### config.mk
export PLATFORM = sky130hd
export DESIGN_NAME = mux_dma_master
export DESIGN_NICKNAME = d
export VERILOG_FILES = /design/src/rtl/mux_dma_master.sv
export SDC_FILE = /design/constraint.sdc
export NUM_CORES = 1
export LEC_CHECK = 0
export BUFFER_PORTS_ARGS = -buffer_cell sky130_fd_sc_hd__buf_2
export CAP_MARGIN = 0
export CORE_ASPECT_RATIO = 0.5
export CORE_MARGIN = 3
export CORE_UTILIZATION = 53
export CTS_BUF_LIST = sky130_fd_sc_hd__clkbuf_2 sky130_fd_sc_hd__clkbuf_4 sky130_fd_sc_hd__clkbuf_8
export CTS_CLUSTER_SIZE = 30
export DETAILED_ROUTE_END_ITERATION = 8
export GPL_TIMING_DRIVEN = 0
export PLACE_DENSITY = 0.91
export SYNTH_ARGS = -nofsm -noshare
export SYNTH_HDL_FRONTEND = slang
export SYNTH_SLANG_ARGS = --single-unit
### constraint.sdc
create_clock -name clk -period 3.3 [get_ports clk]
set_input_delay 0.165 -clock clk [delete_from_list [all_inputs] [get_ports clk]]
set_output_delay 0.165 -clock clk [all_outputs]
set_load 0.02 [all_outputs]
### src/rtl/mux_dma_master.sv
module mux_dma_master #(
  parameter int AW         = 24,
  parameter int DW         = 16,
  parameter int LW         = 16,
  parameter int MIN_CYC    = 6,
  parameter int ADDR_CLKS  = 2,
  parameter int LONG_BURST = 8
) (
  input  logic          clk,
  input  logic          rst_n,
  input  logic          cfg_busrq_mode,
  input  logic          cfg_as_low,
  input  logic [1:0]    cfg_burst,
  input  logic          cfg_byte_mode,
  input  logic          req_start,
  input  logic          req_write,
  input  logic [AW-1:0] req_addr,
  input  logic [LW-1:0] req_len,
  input  logic [DW-1:0] req_wdata,
  output logic          req_busy,
  output logic          xfer_ack,
  output logic [DW-1:0] rd_data,
  output logic          done,
  output logic          bus_req_n,
  input  logic          hlda_n,
  input  logic          busrel,
  input  logic          ready_n,
  output logic          mst_oe,
  output logic [AW-DW-1:0] hi_addr,
  output logic [DW-1:0] dal_o,
  output logic          dal_oe,
  input  logic [DW-1:0] dal_i,
  output logic          astb,
  output logic          das_n,
  output logic          dali,
  output logic          dalo,
  output logic          read_o,
  output logic          pin_bm0_byte,
  output logic          pin_bm1_busako
);

  localparam int CW = $clog2(MIN_CYC);
  localparam int BW = $clog2(LONG_BURST + 1);
  localparam logic [CW-1:0] CYC_LAST = CW'(MIN_CYC - 1);
  localparam logic [CW-1:0] ADR_END  = CW'(ADDR_CLKS);
  localparam logic [BW-1:0] BEAT_END = BW'(LONG_BURST - 1);

  typedef enum logic [1:0] {S_IDLE, S_REQ, S_XFER, S_REL} st_t;

  st_t           st;
  logic [CW-1:0] cyc;
  logic [LW-1:0] rem;
  logic [AW-1:0] addr;
  logic [BW-1:0] beat;
  logic          wr, rel_pend, rdy1, rdy2;

  logic          xfer, aph, end_x, lim_hit, ale;
  logic [AW-1:0] step;

  assign xfer    = (st == S_XFER);
  assign aph     = (cyc < ADR_END);
  assign end_x   = xfer && (cyc == CYC_LAST) && rdy2;
  assign lim_hit = (cfg_burst == 2'b00) || (cfg_burst == 2'b01 && beat == BEAT_END);
  assign step    = cfg_byte_mode ? AW'(1) : AW'(2);

  always_ff @(posedge clk) begin
    if (!rst_n) begin
      st        <= S_IDLE;
      cyc       <= '0;
      rem       <= '0;
      addr      <= '0;
      beat      <= '0;
      wr        <= 1'b0;
      rel_pend  <= 1'b0;
      rdy1      <= 1'b0;
      rdy2      <= 1'b0;
      bus_req_n <= 1'b1;
      done      <= 1'b0;
    end else begin
      rdy1 <= ~ready_n;
      rdy2 <= rdy1;
      done <= 1'b0;
      case (st)
        S_IDLE: if (req_start) begin
          addr <= req_addr;
          rem  <= req_len;
          wr   <= req_write;
          st   <= S_REQ;
        end
        S_REQ: begin
          if (bus_req_n && hlda_n) bus_req_n <= 1'b0;
          else if (!bus_req_n && !hlda_n) begin
            st       <= S_XFER;
            cyc      <= '0;
            beat     <= '0;
            rel_pend <= 1'b0;
          end
        end
        S_XFER: begin
          if (busrel) rel_pend <= 1'b1;
          if (end_x) begin
            rem  <= rem - LW'(1);
            addr <= addr + step;
            beat <= beat + BW'(1);
            if (rem == LW'(1) || lim_hit || rel_pend || busrel) begin
              st        <= S_REL;
              bus_req_n <= 1'b1;
            end else begin
              cyc <= '0;
            end
          end else if (cyc != CYC_LAST) begin
            cyc <= cyc + CW'(1);
          end
        end
        default: if (hlda_n) begin
          if (rem == '0) begin
            st   <= S_IDLE;
            done <= 1'b1;
          end else begin
            st <= S_REQ;
          end
        end
      endcase
    end
  end

  assign req_busy = (st != S_IDLE);
  assign xfer_ack = end_x;
  assign rd_data  = dal_i;
  assign mst_oe   = xfer;
  assign hi_addr  = addr[AW-1:DW];
  assign ale      = xfer && aph;
  assign astb     = ale ^ cfg_as_low;
  assign das_n    = ~(xfer && !aph);
  assign dalo     = xfer && (wr || aph);
  assign dali     = xfer && !wr && !aph;
  assign dal_oe   = dalo;
  assign read_o   = xfer && !wr;
  assign dal_o    = aph ? addr[DW-1:0] : req_wdata;

  assign pin_bm0_byte   = cfg_busrq_mode ? (xfer && cfg_byte_mode)
                                         : (xfer && cfg_byte_mode && addr[0]);
  assign pin_bm1_busako = cfg_busrq_mode ? ~(!hlda_n && bus_req_n)
                                         : (xfer && cfg_byte_mode && !addr[0]);

endmodule

After elaboration in Yosys (flattened, before gate mapping). Index checks and enable logic that the tools add are counted.

Order comparisons: 1. Bitwise operators: 6. Reductions and logical operators: 39. Add/sub/neg operators: 4. Eq/ne operators: 16. Multiplexer cells: 37.

Operators by type and width (count): $mux W16 (3); $mux W24 (2); $pmux W24 S2 (1); $pmux W16 S2 (1); $add A24 B2 Y24 (1); $eq A16 B1 Y1 const B (1); $logic_not A16 Y1 (1); $sub A16 B1 Y16 const B (1); $mux W3 (5); $logic_and A1 B1 Y1 (14); $mux W2 (7); $mux W4 (3); $ne A2 B2 Y1 const B (6); $reduce_and A4 Y1 (3); $mux W1 (10); $pmux W4 S2 (1); $ne A3 B3 Y1 const B (2); $pmux W2 S3 (1); $pmux W3 S2 (1); $reduce_and A6 Y1 (1); $reduce_bool A2 Y1 (3); $logic_not A1 Y1 (5); $logic_or A1 B1 Y1 (5); $not A1 Y1 (5); other kinds (17) (20).

Output and inout port bits: 53. Input port bits: 84. Word-level logic and storage cells: 114. Flip-flop bits (word level): 55.

Longest topological paths before layout.
Depth in word-level cells: 9. Mapped depth: 9. Mapped depth without buffers: 7.

Worst setup path after synthesis. Ideal clock, no wire load.

Path type: register to output. Start point: reg st[0]. End point: out das_n. Setup slack: 1059 ps. Cell stages (with the launch flop): 8. Path buffers: 4. Data required time: 3135 ps. Arrival: 2076 ps. Cell sequence: dfxtp_1 > inv_1 > ha_1 > clkbuf_1 > clkbuf_1 > clkbuf_1 > clkbuf_1 > o21ai_0.

Word-level cells in the longest chain between the ends: 3.

RTL lines: start, declared (RTL line 50) `st_t st;`; start signal, assigned (RTL line 68) `st <= S_IDLE;`; start signal, assigned (RTL line 88) `st <= S_REQ;`; start signal, assigned (RTL line 93) `st <= S_XFER;`; $eq A2 B2 Y1 (RTL line 60) `assign xfer = (st == S_XFER);`; via mst_oe (RTL line 28) `output logic mst_oe,`; $logic_and A1 B1 Y1 (RTL line 134) `assign das_n = ~(xfer && !aph);`; $not A1 Y1 (RTL line 134); end, declared (RTL line 34) `output logic das_n,`.

The timed path passes the listed nets, and every way through them passes these cells.

Worst setup path in the final report.
Start point: reg st[0]. End point: out pin_bm1_busako.

Word-level cells in the longest chain between the ends: 4.

RTL lines: $eq A2 B2 Y1 (RTL line 60); $logic_and A1 B1 Y1 (2 in a row) (RTL line 144) `: (xfer && cfg_byte_mode && !addr[0]);`; $mux W1 (RTL line 143) `assign pin_bm1_busako = cfg_busrq_mode ? ~(!hlda_n && bus_req_n)`; end, declared (RTL line 39) `output logic pin_bm1_busako`.

No other way between the ends.

==> impl_metrics.env <==
export IMPL_synth_xor_xnor_area_share=0.00231
export IMPL_crit_path_start="st[0]"
export IMPL_yosys_area_share_adder=0.0415
export IMPL_ys_warnings_count=0
export IMPL_synth_compound_area_frac=0.227
export IMPL_ir_drop_mv=0.367
export IMPL_syn_to_final_growth_pct=22.8
export IMPL_hold_viol=0
export IMPL_vias_per_cell=6.28
export IMPL_max_freq_ghz=0.331
export IMPL_ys_ff_latch=55
export IMPL_period_needed_ps=3020
export IMPL_cts_htree_levels=2
export IMPL_die_area_mm2=0.00828
export IMPL_power_density_mw_per_mm2=817
export IMPL_holdWs_ps=85.2
export IMPL_yosys_cell_types_count=56
export IMPL_io_pins=137
export IMPL_fin_setup_tns_ps=0
export IMPL_synth_top_family_by_area="simple AND/OR/NAND/NOR gates"
export IMPL_cp_max_fo=10
export IMPL_antenna_left=0
export IMPL_drt_iter0_markers=484
export IMPL_critPathTopFamily="buffers and inverters"
export IMPL_num_vias=4468
export IMPL_first_global_vias=4034
export IMPL_path_common_cell="clkbuf_1"
export IMPL_maxSlewHeadroom=0.133
export IMPL_slew_viol_final=0
export IMPL_drc=0
export IMPL_netlist_instances=491
export IMPL_synthMuxAreaShare=0.101
export IMPL_hold_start="req_write"
export IMPL_total_leakage_power_nw=2.09
export IMPL_reg2reg_from="addr[0]"
export IMPL_place_congestion=0.939
export IMPL_grt_overflow_total=0
export IMPL_crit_chain="inv_1 > ha_1 > clkbuf_1 > clkbuf_2 > clkbuf_1 > nand2_1 > nor2_1 > o22a_1 > buf_2"
export IMPL_tightest_slew_ps=1290
export IMPL_clock_latency_ps=320
export IMPL_clkSinkCount=55
export IMPL_dp_hpwl_um=8940
export IMPL_hold_class="in2reg"
export IMPL_postRouteWirelength_um=12200
export IMPL_die_x_um=126
export IMPL_seq_area_frac_synth=0.290
export IMPL_synth_edf_count=0
export IMPL_synth_top_area_share=0.290
export IMPL_status="finished clean"
export IMPL_regArea_mm2=0.00110
export IMPL_coreArea_mm2=0.00681
export IMPL_timing_final_crit_share=0.916
export IMPL_nFillCells=554
export IMPL_maxCapViolations=0
export IMPL_finalSetupViolations=0
export IMPL_multi_input_area_mm2=0.00233
export IMPL_post_drt_wl_per_cell_um=17.1
export IMPL_grt_max_degree=17
export IMPL_rsz0062_at_grt="false"
export IMPL_cts_setup_buffers=0
export IMPL_num_rows=21
export IMPL_final_setup_skew_ps=7.43
export IMPL_cts_root_buffer="clkbuf_8"
export IMPL_critPathKind="reg2out"
export IMPL_cts_tree="done"
export IMPL_fin_nets=715
export IMPL_die_h_um=65.8
export IMPL_cts_buffers=5
export IMPL_avgSynthCellArea_um2=7.73
export IMPL_synth_async_sr_flop_share=0
export IMPL_grt_pass1_wl_um=19100
export IMPL_drt_first_pass_iters=5
export IMPL_grt_total_usage=0.283
export IMPL_cp_buffers_inverters=5
export IMPL_crit_path_start_kind="register"
export IMPL_max_stage_delay_ps=540
export IMPL_slowest_stage="clkbuf_1"
export IMPL_cp_required_ps=3130
export IMPL_synth_top_area_cell="dfxtp_1"
export IMPL_synthFlopType="dfxtp_1"
export IMPL_netlist_area_mm2=0.00380
export IMPL_synthSimpleGateAreaFrac=0.241
export IMPL_antenna_cells=0
export IMPL_ys_top_cells_by_area="dfxtp_1, a21oi_1, mux2_2"
export IMPL_antenna_found_initial=0
export IMPL_syn_num_nets=587
export IMPL_clk_path_buf_depth=2
export IMPL_layout_drive_gt1_share=0.290
export IMPL_clkTransAtPathRegs_ps=100
export IMPL_port_buffers=120
export IMPL_cp_arrival_ps=2860
export IMPL_start_util=0.558
export IMPL_end_kind="output port"
==> final timing paths <==
path / cells after the start / end / slack [ps]
min: 3 / wr / 90
min reg2reg: 1 / rdy2 / 440
max: 9 / pin_bm1_busako / 280
max reg2reg: 7 / addr[14] / 440
==> registers in the layout, indices dropped and copies added (netlist names), 2 cells and up <==
name and count:
cyc 3, st 2, rem 16, addr 24, beat 4
==> cells in the mapped netlist (2+ instances only) <==
cell	n
dfxtp_1	55
a21oi_1	42
nor2_1	42
nand2_1	39
clkbuf_1	31
nand3_1	30
buf_4	25
o21ai_0	25
mux2i_1	19
mux2_2	17
nor3_1	16
and3_1	12
o22ai_1	12
ha_1	11
inv_1	11
nor4_1	10
a22oi_1	9
o221ai_1	9
a2bb2oi_1	7
nand4_1	7
o21a_1	6
or3_1	4
or4_1	4
a211oi_1	3
and2_1	3
and4_1	3
o211ai_1	3
o21ai_1	3
o31a_1	3
a22o_1	2
nor2b_1	2
o41ai_1	2
==> layout by cell type (no fill, tap or decap), types with 10 or more instances in the layout <==
cell,instances
a21oi_1,42
and3_1,12
buf_2,120
buf_4,25
clkbuf_1,29
dfxtp_1,55
ha_1,11
inv_1,11
mux2_2,17
mux2i_1,19
nand2_1,39
nand3_1,30
nor2_1,42
nor3_1,16
nor4_1,10
o21ai_0,25
o22ai_1,12
==> stage by stage <==
stage,area (um2),utilization,worst slack [ps],instances,total power (W)
6_report,4660,0.685,277,712,0.00381
5_1_grt,4660,0.685,142,712,0.00404
4_1_cts,4660,0.685,43.5,712,0.00373
3_5_place_dp,4510,0.663,421,703,0.00318
3_3_place_gp,4510,0.663,436,703,0.00312
2_1_floorplan,3800,-,1060,491,0.00259
==> power by group <==
group	internal, W	switching (W)	total, W
clock	0.000312	0.000244	0.000556
sequential	0.000853	0.000252	0.00110
combinational	0.000806	0.00134	0.00215
total	0.00197	0.00184	0.00381
==> worst register-to-register path, cell delays in order (launching register included) <==
cell and delay [ps]:
dfxtp_1 420, ha_1 210, fa_1 230, nand4_1 240, nor4_1 1040, nand3_1 230, o221a_2 300, o21a_1 100
==> timing repair <==
item	in CTS	in global routing
hold buffers	1	0
endpoints found under the setup margin	0	1
endpoints found under the hold margin	1	0
resized for setup	0	4
==> layer usage <==
layer	wire length, um	global-route usage	vias up
met4	312	0.104	0
met1	4870	0.359	2039
met5	0	0	-
li1	-	-	2053
met3	1440	0.0637	39
met2	5590	0.480	337
==> kinds of logic (layout without fill, tap and decap cells) <==
logic type | after synthesis | in the layout
compound gates | 135 | 135
xor+xnor | 1 | 1
fa+ha+maj | 12 | 12
buf+inv | 71 | 200
flops | 55 | 55
mux | 36 | 36
simple gates | 181 | 181
==> area by class of cell <==
class	instances	area share
clock inverters	2	0.0129
repair buffers	121	0.131
multi-input cells	365	0.499
well taps	92	0.0247
flip-flops and latches	55	0.236
inverters	13	0.0105
plain buffers	58	0.0693
clock buffers	6	0.0164
Power figures use the tool's default switching activity.
